File: src/rtl/lpcio_pkg.sv
package lpcio_pkg;

  localparam int PORT_AW   = 16;
  localparam int PORT_NIBS = PORT_AW / 4;
  localparam int REG_AW    = 8;
  localparam int REG_DW    = 32;

  typedef enum logic [3:0] {
    ST_IDLE, ST_START, ST_CTYPE, ST_ADDR, ST_WDATA,
    ST_TAR_H, ST_SYNC, ST_RDATA, ST_TAR_P
  } seq_st_e;

  localparam logic [3:0] NIB_START  = 4'h0;
  localparam logic [3:0] NIB_CT_RD  = 4'h0;
  localparam logic [3:0] NIB_CT_WR  = 4'h2;
  localparam logic [3:0] NIB_TAR    = 4'hF;
  localparam logic [3:0] SYNC_RDY   = 4'h0;
  localparam logic [3:0] SYNC_SHORT = 4'h5;
  localparam logic [3:0] SYNC_LONG  = 4'h6;

  localparam logic [REG_AW-1:0] OFS_GO   = 8'h00;
  localparam logic [REG_AW-1:0] OFS_STAT = 8'h04;
  localparam logic [REG_AW-1:0] OFS_LEN  = 8'h10;
  localparam logic [REG_AW-1:0] OFS_CMD  = 8'h14;
  localparam logic [REG_AW-1:0] OFS_PORT = 8'h20;
  localparam logic [REG_AW-1:0] OFS_TXQ  = 8'h24;
  localparam logic [REG_AW-1:0] OFS_RXQ  = 8'h28;

  localparam int CMD_WR_BIT  = 0;
  localparam int CMD_FIX_BIT = 3;

  // Port targeted by byte idx of a burst.
  function automatic logic [PORT_AW-1:0] cyc_port(input logic [PORT_AW-1:0] base,
                                                  input int unsigned idx,
                                                  input logic fixed);
    return fixed ? base : base + PORT_AW'(idx);
  endfunction

  // Address nibble k of a port, most significant first.
  function automatic logic [3:0] port_nib(input logic [PORT_AW-1:0] a,
                                          input int unsigned k);
    return a[PORT_AW-1-4*k -: 4];
  endfunction

  function automatic logic len_ok(input int unsigned len, input int unsigned maxlen);
    return (len >= 1) && (len <= maxlen);
  endfunction

  function automatic logic is_wait(input logic [3:0] n);
    return (n == SYNC_SHORT) || (n == SYNC_LONG);
  endfunction

endpackage

File: src/rtl/lpcio_fifo.sv
module lpcio_fifo #(
  parameter int DEPTH = 4,
  parameter int W     = 8
) (
  input  logic                          clk,
  input  logic                          rst_n,
  input  logic                          clr,
  input  logic                          push,
  input  logic [W-1:0]                  din,
  input  logic                          pop,
  output logic [W-1:0]                  dout,
  output logic [$clog2(DEPTH+1)-1:0]    level
);
  localparam int PTR_W = (DEPTH > 1) ? $clog2(DEPTH) : 1;
  localparam int CNT_W = $clog2(DEPTH + 1);

  logic [W-1:0]     mem [DEPTH];
  logic [PTR_W-1:0] rp, wp;
  logic [CNT_W-1:0] cnt;
  logic             do_push, do_pop;

  function automatic logic [PTR_W-1:0] nxt(input logic [PTR_W-1:0] p);
    return (p == PTR_W'(DEPTH - 1)) ? '0 : p + 1'b1;
  endfunction

  assign do_push = push && (cnt != CNT_W'(DEPTH));
  assign do_pop  = pop && (cnt != '0);

  always_ff @(posedge clk) begin
    if (!rst_n || clr) begin
      rp  <= '0;
      wp  <= '0;
      cnt <= '0;
    end else begin
      if (do_push) wp <= nxt(wp);
      if (do_pop)  rp <= nxt(rp);
      case ({do_push, do_pop})
        2'b10:   cnt <= cnt + 1'b1;
        2'b01:   cnt <= cnt - 1'b1;
        default: cnt <= cnt;
      endcase
    end
  end

  always_ff @(posedge clk) begin
    if (do_push && rst_n && !clr) mem[wp] <= din;
  end

  assign dout  = (cnt == '0) ? '0 : mem[rp];
  assign level = cnt;
endmodule

File: src/rtl/lpcio_seq.sv
module lpcio_seq
  import lpcio_pkg::*;
#(
  parameter int MAX_LEN  = 4,
  parameter int MAX_WAIT = 256
) (
  input  logic                         clk,
  input  logic                         rst_n,
  input  logic                         start,
  input  logic                         is_wr,
  input  logic                         fixed,
  input  logic [PORT_AW-1:0]           base,
  input  logic [$clog2(MAX_LEN+1)-1:0] len,
  input  logic [7:0]                   tx_byte,
  output logic                         tx_pop,
  output logic                         rx_push,
  output logic [7:0]                   rx_byte,
  input  logic [3:0]                   lad_i,
  output logic [3:0]                   lad_o,
  output logic                         lad_oe,
  output logic                         lframe_n,
  output logic                         idle,
  output logic                         done_ok,
  output logic                         abort,
  output logic                         sync_err,
  output logic                         wait_over
);
  localparam int LEN_W  = $clog2(MAX_LEN + 1);
  localparam int WCNT_W = $clog2(MAX_WAIT + 1);

  seq_st_e             st;
  logic [1:0]          sub;
  logic [LEN_W-1:0]    idx;
  logic [WCNT_W-1:0]   wcnt;
  logic [3:0]          rx_lo;
  logic [PORT_AW-1:0]  cur_port;
  logic                last_byte, in_sync, sync_ready, sync_wait;

  assign cur_port   = cyc_port(base, 32'(idx), fixed);
  assign last_byte  = (idx == len - LEN_W'(1));
  assign in_sync    = (st == ST_SYNC);
  assign sync_ready = in_sync && (lad_i == SYNC_RDY);
  assign sync_wait  = in_sync && is_wait(lad_i);
  assign wait_over  = sync_wait && (wcnt == WCNT_W'(MAX_WAIT));
  assign sync_err   = in_sync && !sync_ready && !sync_wait;
  assign abort      = sync_err || wait_over;
  assign done_ok    = (st == ST_TAR_P) && (sub == 2'd1) && last_byte;

  always_ff @(posedge clk) begin
    if (!rst_n) begin
      st    <= ST_IDLE;
      sub   <= '0;
      idx   <= '0;
      wcnt  <= '0;
      rx_lo <= '0;
    end else begin
      case (st)
        ST_IDLE: if (start) begin
          st  <= ST_START;
          idx <= '0;
          sub <= '0;
        end
        ST_START: st <= ST_CTYPE;
        ST_CTYPE: begin
          st  <= ST_ADDR;
          sub <= '0;
        end
        ST_ADDR: if (sub == 2'(PORT_NIBS - 1)) begin
          sub <= '0;
          st  <= is_wr ? ST_WDATA : ST_TAR_H;
        end else sub <= sub + 1'b1;
        ST_WDATA: if (sub == 2'd1) begin
          sub <= '0;
          st  <= ST_TAR_H;
        end else sub <= sub + 1'b1;
        ST_TAR_H: if (sub == 2'd1) begin
          sub  <= '0;
          wcnt <= '0;
          st   <= ST_SYNC;
        end else sub <= sub + 1'b1;
        ST_SYNC: if (abort) begin
          st <= ST_IDLE;
        end else if (sync_ready) begin
          sub <= '0;
          st  <= is_wr ? ST_TAR_P : ST_RDATA;
        end else wcnt <= wcnt + 1'b1;
        ST_RDATA: if (sub == 2'd0) begin
          rx_lo <= lad_i;
          sub   <= 2'd1;
        end else begin
          sub <= '0;
          st  <= ST_TAR_P;
        end
        ST_TAR_P: if (sub == 2'd1) begin
          sub <= '0;
          if (last_byte) st <= ST_IDLE;
          else begin
            idx <= idx + 1'b1;
            st  <= ST_START;
          end
        end else sub <= sub + 1'b1;
        default: st <= ST_IDLE;
      endcase
    end
  end

  always_comb begin
    case (st)
      ST_START: lad_o = NIB_START;
      ST_CTYPE: lad_o = is_wr ? NIB_CT_WR : NIB_CT_RD;
      ST_ADDR:  lad_o = port_nib(cur_port, 32'(sub));
      ST_WDATA: lad_o = sub[0] ? tx_byte[7:4] : tx_byte[3:0];
      ST_TAR_H: lad_o = NIB_TAR;
      default:  lad_o = 4'h0;
    endcase
  end

  assign idle     = (st == ST_IDLE);
  assign lframe_n = (st != ST_START);
  assign lad_oe   = (st == ST_START) || (st == ST_CTYPE) || (st == ST_ADDR) ||
                    (st == ST_WDATA) || ((st == ST_TAR_H) && (sub == 2'd0));
  assign tx_pop   = (st == ST_WDATA) && (sub == 2'd1);
  assign rx_push  = (st == ST_RDATA) && (sub == 2'd1);
  assign rx_byte  = {lad_i, rx_lo};
endmodule

File: src/rtl/lpc_io_host.sv
module lpc_io_host
  import lpcio_pkg::*;
#(
  parameter int MAX_LEN  = 4,
  parameter int MAX_WAIT = 256
) (
  input  logic              clk,
  input  logic              rst_n,
  input  logic              reg_wr,
  input  logic              reg_rd,
  input  logic [7:0]        reg_addr,
  input  logic [31:0]       reg_wdata,
  output logic [31:0]       reg_rdata,
  input  logic [3:0]        lad_i,
  output logic [3:0]        lad_o,
  output logic              lad_oe,
  output logic              lframe_n
);
  localparam int LEN_W = $clog2(MAX_LEN + 1);
  localparam int CNT_W = $clog2(MAX_LEN + 1);

  logic [LEN_W-1:0]   len_q;
  logic [3:0]         cmd_q;
  logic [PORT_AW-1:0] port_q;
  logic               fin_q;

  logic               eng_idle, done_ok, abort, sync_err, wait_over;
  logic               start_go, seq_end;
  logic               tx_pop, rx_push, tx_push, rx_pop;
  logic [7:0]         tx_head, rx_head, rx_byte;
  logic [CNT_W-1:0]   tx_level, rx_level;
  logic               unused_wd;

  function automatic logic hit(input logic [REG_AW-1:0] ofs);
    return reg_wr && (reg_addr == ofs);
  endfunction

  assign start_go  = hit(OFS_GO) && reg_wdata[0] && eng_idle &&
                     len_ok(32'(len_q), MAX_LEN);
  assign seq_end   = done_ok || abort;
  assign tx_push   = hit(OFS_TXQ) && eng_idle;
  assign rx_pop    = reg_rd && (reg_addr == OFS_RXQ);
  assign unused_wd = ^reg_wdata[REG_DW-1:PORT_AW];

  always_ff @(posedge clk) begin
    if (!rst_n) begin
      len_q  <= '0;
      cmd_q  <= '0;
      port_q <= '0;
      fin_q  <= 1'b0;
    end else begin
      if (eng_idle) begin
        if (hit(OFS_LEN))  len_q  <= reg_wdata[LEN_W-1:0];
        if (hit(OFS_CMD))  cmd_q  <= reg_wdata[3:0];
        if (hit(OFS_PORT)) port_q <= reg_wdata[PORT_AW-1:0];
      end
      if (start_go)     fin_q <= 1'b0;
      else if (done_ok) fin_q <= 1'b1;
    end
  end

  lpcio_fifo #(.DEPTH(MAX_LEN), .W(8)) u_txq (
    .clk(clk), .rst_n(rst_n), .clr(seq_end), .push(tx_push),
    .din(reg_wdata[7:0]), .pop(tx_pop), .dout(tx_head), .level(tx_level)
  );

  lpcio_fifo #(.DEPTH(MAX_LEN), .W(8)) u_rxq (
    .clk(clk), .rst_n(rst_n), .clr(start_go), .push(rx_push),
    .din(rx_byte), .pop(rx_pop), .dout(rx_head), .level(rx_level)
  );

  lpcio_seq #(.MAX_LEN(MAX_LEN), .MAX_WAIT(MAX_WAIT)) u_seq (
    .clk(clk), .rst_n(rst_n), .start(start_go),
    .is_wr(cmd_q[CMD_WR_BIT]), .fixed(cmd_q[CMD_FIX_BIT]),
    .base(port_q), .len(len_q), .tx_byte(tx_head), .tx_pop(tx_pop),
    .rx_push(rx_push), .rx_byte(rx_byte), .lad_i(lad_i), .lad_o(lad_o),
    .lad_oe(lad_oe), .lframe_n(lframe_n), .idle(eng_idle),
    .done_ok(done_ok), .abort(abort), .sync_err(sync_err),
    .wait_over(wait_over)
  );

  always_comb begin
    reg_rdata = '0;
    case (reg_addr)
      OFS_STAT: reg_rdata = {30'b0, fin_q, eng_idle};
      OFS_LEN:  reg_rdata = REG_DW'(len_q);
      OFS_CMD:  reg_rdata = REG_DW'(cmd_q);
      OFS_PORT: reg_rdata = REG_DW'(port_q);
      OFS_RXQ:  reg_rdata = REG_DW'(rx_head);
      default:  reg_rdata = '0;
    endcase
  end
endmodule

File: config.mk
export PLATFORM = sky130hd
export DESIGN_NAME = lpc_io_host
export DESIGN_NICKNAME = d
export VERILOG_FILES = /design/src/rtl/lpcio_pkg.sv /design/src/rtl/lpcio_fifo.sv /design/src/rtl/lpcio_seq.sv /design/src/rtl/lpc_io_host.sv
export SDC_FILE = /design/constraint.sdc
export NUM_CORES = 1
export LEC_CHECK = 0
export ABC_AREA = 0
export BUFFER_PORTS_ARGS = -buffer_cell sky130_fd_sc_hd__buf_2
export CAP_MARGIN = 40
export CORE_ASPECT_RATIO = 0.6
export CORE_UTILIZATION = 55
export DETAILED_ROUTE_END_ITERATION = 10
export PLACE_DENSITY = 0.76
export SLEW_MARGIN = 20
export SYNTH_ARGS = -nofsm -noshare
export SYNTH_HDL_FRONTEND = slang
export SYNTH_SLANG_ARGS = --single-unit
File: constraint.sdc
create_clock -name clk -period 3.4 [get_ports clk]
set_clock_uncertainty 0.15 [all_clocks]
set_input_delay 0.34 -clock clk [delete_from_list [all_inputs] [get_ports clk]]
set_output_delay 0.34 -clock clk [all_outputs]
set_load 0.1 [all_outputs]
After elaboration in Yosys (flattened, before gate mapping). Memories as Yosys holds them, arrays and structs flattened. A register that Yosys moved wholly into a read port is not among the register bits. Cells that the tools add are included. Widths: inputs -> output; s select.

Multipliers: 0. Shift-type cells: 1. Order comparisons: 2. Reductions and logical operators: 66. Div/mod/pow operators: 0. Bitwise operators: 1. Add/sub/neg operators: 14. Muxes and demuxes: 48. Equality and inequality tests: 42.

Operators with widths (count): $pmux 16 s5 (1); $mux 4 (10); $pmux 4 s9 (1); $shiftx 19x33->4 (1); $logic_and 1x1->1 (29); $mux 2 (14); $mux 9 (3); $eq 4x3->1 const B (6); $eq 8x6->1 const B (3); $pmux 3 s2 (3); $pmux 9 s2 (1); $add 16x3->16 (1); $eq 8x5->1 const B (2); $mux 16 (1); $mux 8 (2); $pmux 4 s4 (1); $eq 2x2->1 const B (7); $ne 2x2->1 const B (6); $pmux 2 s6 (1); $reduce_and 4->1 (3); $add 2x1->2 const B (5); $add 3x1->3 const B (3); $add 9x1->9 const B (1); $eq 9x9->1 const B (1); 29 further kinds (68).

Memory bits (read-only): 0. Bits in latches: 0. Output and inout bits: 38. Input bits: 48. RAM bits: 64. Memories kept: 2. Bits in registers: 60. Logic and storage cells: 191.

Memory list: u_rxq.mem (words 4, width 8, rd ports 1, clocked after Yosys merged registers in 1, write ports 1, RTL line lpcio_fifo.sv:17) `logic [W-1:0] mem [DEPTH];`; u_txq.mem (words 4, width 8, rd ports 1, clocked after Yosys merged registers in 1, write ports 1, RTL line lpcio_fifo.sv:17).

Longest topological paths before layout.
Word-level depth: 11. Mapped depth: 13. Mapped depth without buffers: 12.

By module. A second synthesis with hierarchy kept.

Cell total of the unflattened synthesis: 671. Area total of the unflattened synthesis: 6929.1 um^2.

By module, submodules not included: lpcio_fifo (times used 2, seq. area each 1141.1 um^2, area an instance 1695.4 um^2, cells an instance 104); lpcio_seq (times used 1, seq. area each 440.4 um^2, area an instance 2142.1 um^2, cells an instance 289); lpc_io_host (times used 1, seq. area each 480.5 um^2, area an instance 1396.3 um^2, cells an instance 174).

Worst setup path before layout. Ideal clock, no wire load.

Kind: register -> output. Start point: register u_seq.idx[0]. End point: output lad_o[2]. Setup slack: -967 ps. Data arrival time: 3877 ps. Path buffers: 0. Cell stages (with the launch flop): 10. Data required time: 2910 ps. Path through: dfxtp_1 ha_1 inv_1 fa_1 nor2b_1 o211ai_1 nor3_1 xor2_1 nor2_1 o21ai_0.

Cells in the longest elaborated chain, start to end: 4.

Ends and longest elaborated chain: start, declared (RTL line lpcio_seq.sv:33) `logic [LEN_W-1:0] idx;`; start signal, assigned (RTL line lpcio_seq.sv:98) `idx <= idx + 1'b1;`; $add 16x3->16 (RTL line lpcio_pkg.sv:36) `return fixed ? base : base + PORT_AW'(idx);`; $mux 16 (RTL line lpcio_pkg.sv:36); $shiftx 19x33->4 (RTL line lpcio_pkg.sv:42) `return a[PORT_AW-1-4*k -: 4];`; $pmux 4 s4 (RTL line lpcio_seq.sv:108) `case (st)`; end, declared (RTL line lpc_io_host.sv:15) `output logic [3:0] lad_o,`.

Every way passes these cells.

Worst setup path in the final report.
Start point: register port_q[1]. End point: output lad_o[0].

Cells in the longest elaborated chain, start to end: 4.

Ends and longest elaborated chain: start, declared (RTL line lpc_io_host.sv:24) `logic [PORT_AW-1:0] port_q;`; start signal, assigned (RTL line lpc_io_host.sv:55) `if (hit(OFS_PORT)) port_q <= reg_wdata[PORT_AW-1:0];`; $add 16x3->16 (RTL line lpcio_pkg.sv:36); $mux 16 * (RTL line lpcio_pkg.sv:36); $shiftx 19x33->4 * (RTL line lpcio_pkg.sv:42); $pmux 4 s4 * (RTL line lpcio_seq.sv:108).

Every way passes the cells marked *; elsewhere a longest branch is shown, timed or not.

==> results.py <==
metrics = {
    "yosys": {
        "yosysSeqAreaShare_pct": 48.5,
        "netlist_area_sq_mm": 0.00660,
        "ys_types": 62,
        "synth_top_flop_cell": "edfxtp_1",
        "ys_top_cells_by_area": "edfxtp_1 (29%), dfxtp_1 (19%), mux4_2 (5.5%)",
        "avgSynthCellArea_sq_um": 10.2,
        "synthTopCellsByCount": "nand2_1 (82), dfxtp_1 (64), edfxtp_1 (64), nor2_1 (56), a21oi_1 (45)",
        "synth.largest_area_cell": "edfxtp_1",
        "netlist_instances": 648,
        "synth.most_common_cell": "nand2_1",
        "synth_top_area_share_pct": 29.1,
        "synth-edff-count": 64,
        "ys_ff_latch": 128,
        "ys_warn_count": 0,
        "ys_async_sr_fraction_pct": 0,
    },
    "global_route": {
        "grt_usage_pct": 27.7,
        "grt_overflow": 0,
        "grt_pass1_wl_um": 25700,
        "antenna_found_initial": 0,
        "grt_pass1_vias": 4928,
        "grt_max_degree": 33,
    },
    "power": {
        "power.switching_mw": 1.13,
        "switching_share_pct": 28.9,
        "p_seq_share_pct": 42.2,
        "power_density_mw_per_mm2": 512,
        "p_int_mw": 2.77,
        "share_comb_of_total_power_pct": 11.8,
        "clock_power_share_pct": 46.0,
        "p_leak_nw": 2.80,
        "peakVddDrop_v": 0.000494,
    },
    "clock_tree": {
        "clockRootBuffer": "clkbuf_16",
        "cts.clk_slew.worst_paths_ns": 0.06,
        "htree_levels": 4,
        "clk_latency_ns": 0.41,
        "cts_sinks": 128,
        "numCtsBuffers": 17,
        "cts_tree": "done",
        "clockBufferDepth": 2,
    },
    "drt": {
        "firstDrtPassIters": 5,
        "wl_per_cell_um": 18.3,
        "vias": 5181,
        "drt-total-wl_um": 16000,
        "first_iter_violations": 393,
        "viasPerCell": 5.91,
        "ant_nets": 0,
        "drc": 0,
    },
    "setup_path": {
        "critPathMaxFanout": 4,
        "crit_chain": "inv_1 -> fa_1 -> nor2b_2 -> o211ai_1 -> nor2_1 -> xnor2_1 -> o311ai_2 -> a21o_1 -> buf_12",
        "cp.required_ns": 2.91,
        "crit_path_max_incr_delay_ns": 0.48,
        "worst-path-buf-inv": 2,
        "start_kind": "flip-flop",
        "cp-end-kind": "primary output",
        "criticalPathCategory": "flip-flop to primary output",
        "critPathTopFamily": "compound AO/OA/AOI/OAI gates",
        "regToRegSetupSlack_ns": 0.28,
        "critPathArrivalTime_ns": 2.82,
        "cpMaxStageDelayCell": "fa_1",
    },
    "sta": {
        "fin_crit_sh_pct": 97.3,
        "clock.fmax_mhz": 302,
        "setup_tns_ns": 0,
        "hold_viol": 0,
        "finalCriticalPeriod_ns": 3.31,
        "final_max_slew_viol_count": 0,
        "relSlewSlack_pct": 49.6,
        "tightest_slew_ns": 0.755,
        "setup_viol_count_final": 0,
        "grt_setup_unrepaired": "no",
        "hold-worst-slack_ns": 0.0103,
    },
    "floorplan": {
        "rows": 30,
        "io_pins": 86,
        "die_area_sq_mm": 0.0125,
        "die_w_um": 143,
        "start_util_pct": 57.4,
        "die_h_um": 86.8,
        "coreArea_sq_mm": 0.0115,
    },
    "status": {
        "outcome": "finished, final reports clean",
    },
    "run": {
        "cap_viol_max_count": 0,
    },
    "cells_and_area": {
        "fin_area_sq_mm": 0.00762,
        "finalNetCount": 779,
        "final_core_util_pct": 66.4,
        "area_growth_pct": 15.5,
        "num_antenna_cells": 0,
        "drive_gt1_share_pct": 18.2,
    },
    "placed_design": {
        "place_area_sq_mm": 0.00700,
        "gp_congestion": 0.965,
        "portBuffers": 53,
        "dp_hpwl_um": 11600,
    },
    "min_path": {
        "hold_path_class": "primary input to flip-flop",
    },
}
final timing paths:
kind | startpoint | endpoint | depth (start not counted)
worst min-delay path | reg_wdata[15] | port_q[15]$_SDFFE_PN0P_ | 3
worst max-delay path | port_q[1]$_SDFFE_PN0P_ | lad_o[0] | 9
worst min register to register | fin_q$_SDFFE_PP0P_ | fin_q$_SDFFE_PP0P_ | 2
worst max register to register | u_seq.sub[0]$_SDFFE_PN0P_ | u_txq.level[2]$_SDFFE_PP0P_ | 11
area by class of cell:
class | count | area [sq um]
timing repair buffer | 68 | 402
inverter | 30 | 113
fill | 874 | 3860
tap | 160 | 200
multi-input combinational | 458 | 3120
clock inverter | 14 | 145
clock buffer | 18 | 439
sequential | 128 | 3210
placed cells by master (no fill, tap or decap), types with 20 or more instances in the layout:
cell / n
nand2_1: 82
buf_2: 51
inv_1: 29
dfxtp_1: 62
nand3_1: 27
a21oi_1: 45
edfxtp_1: 64
xnor2_1: 20
ha_1: 25
nor2_1: 56
per-stage QoR:
| stage | setup slack, ns | total power, mW | instances |
|---|---|---|---|
| after detailed placement | 0.340 | 2.12 | 843 |
| final | 0.0912 | 3.90 | 876 |
| after floorplan | -0.211 | 2.03 | 663 |
| after CTS | 0.0296 | 3.91 | 876 |
| after global routing | 0.00367 | 4.01 | 876 |
| after global placement | 0.445 | 2.12 | 843 |
worst min-delay path, cell delays in order:
cell,delay [ns]
buf_2,0.09
nand2_1,0.05
a21oi_1,0.05
cells by family after synthesis:
logic type	Yosys count	synth area share, %
other	1	0.0568
XOR/XNOR	30	4.19
AND/OR/NAND/NOR	244	17.8
buffers and inverters	77	5.39
multiplexers	27	7.13
adder cells (fa/ha/maj)	28	5.65
flip-flops	128	48.5
AO/OA/AOI/OAI	113	11.2
power groups by stage:
stage / Sequential [mW] / Clock (mW) / Combinational (mW)
floorplan: 1.66 / 0 / 0.369
finish: 1.65 / 1.80 / 0.459
CTS: 1.65 / 1.81 / 0.448
global route: 1.65 / 1.87 / 0.486
detailed placement: 1.68 / 0 / 0.443
global placement: 1.68 / 0 / 0.439
state kept, by name, summed over array words and instances, names as in the netlist, named ones only:
signal       cells
u_seq.wcnt       9
u_seq.sub        2
u_rxq.wp         2
u_txq.wp         2
u_seq.idx        3
u_txq.rp         2
u_txq.mem       32
u_txq.level      3
port_q          16
cmd_q            4
u_seq.rx_lo      4
u_seq.st         4
u_rxq.level      3
u_rxq.rp         2
u_rxq.mem       32
fin_q            1
len_q            3
per-layer routing:
layer / vias to the layer above / GRT usage, % / share of wire, %
met2: 253 / 42.6 / 45
met5: - / 0 / 0
met3: 19 / 5.97 / 10
met1: 2509 / 39.5 / 44
met4: 0 / 7.74 / 1.1
li1: 2400 / - / -
timing repair:
item | in CTS | in global routing
gates resized for setup | 5 | 5
setup buffers | 0 | 0
hold buffers | 1 | 0
endpoints found under the hold margin | 1 | 0
pin swaps | 0 | 1
cloned | 0 | 0
endpoints found under the setup margin | 2 | 2
Note: power is estimated with default switching activity, not from simulation.
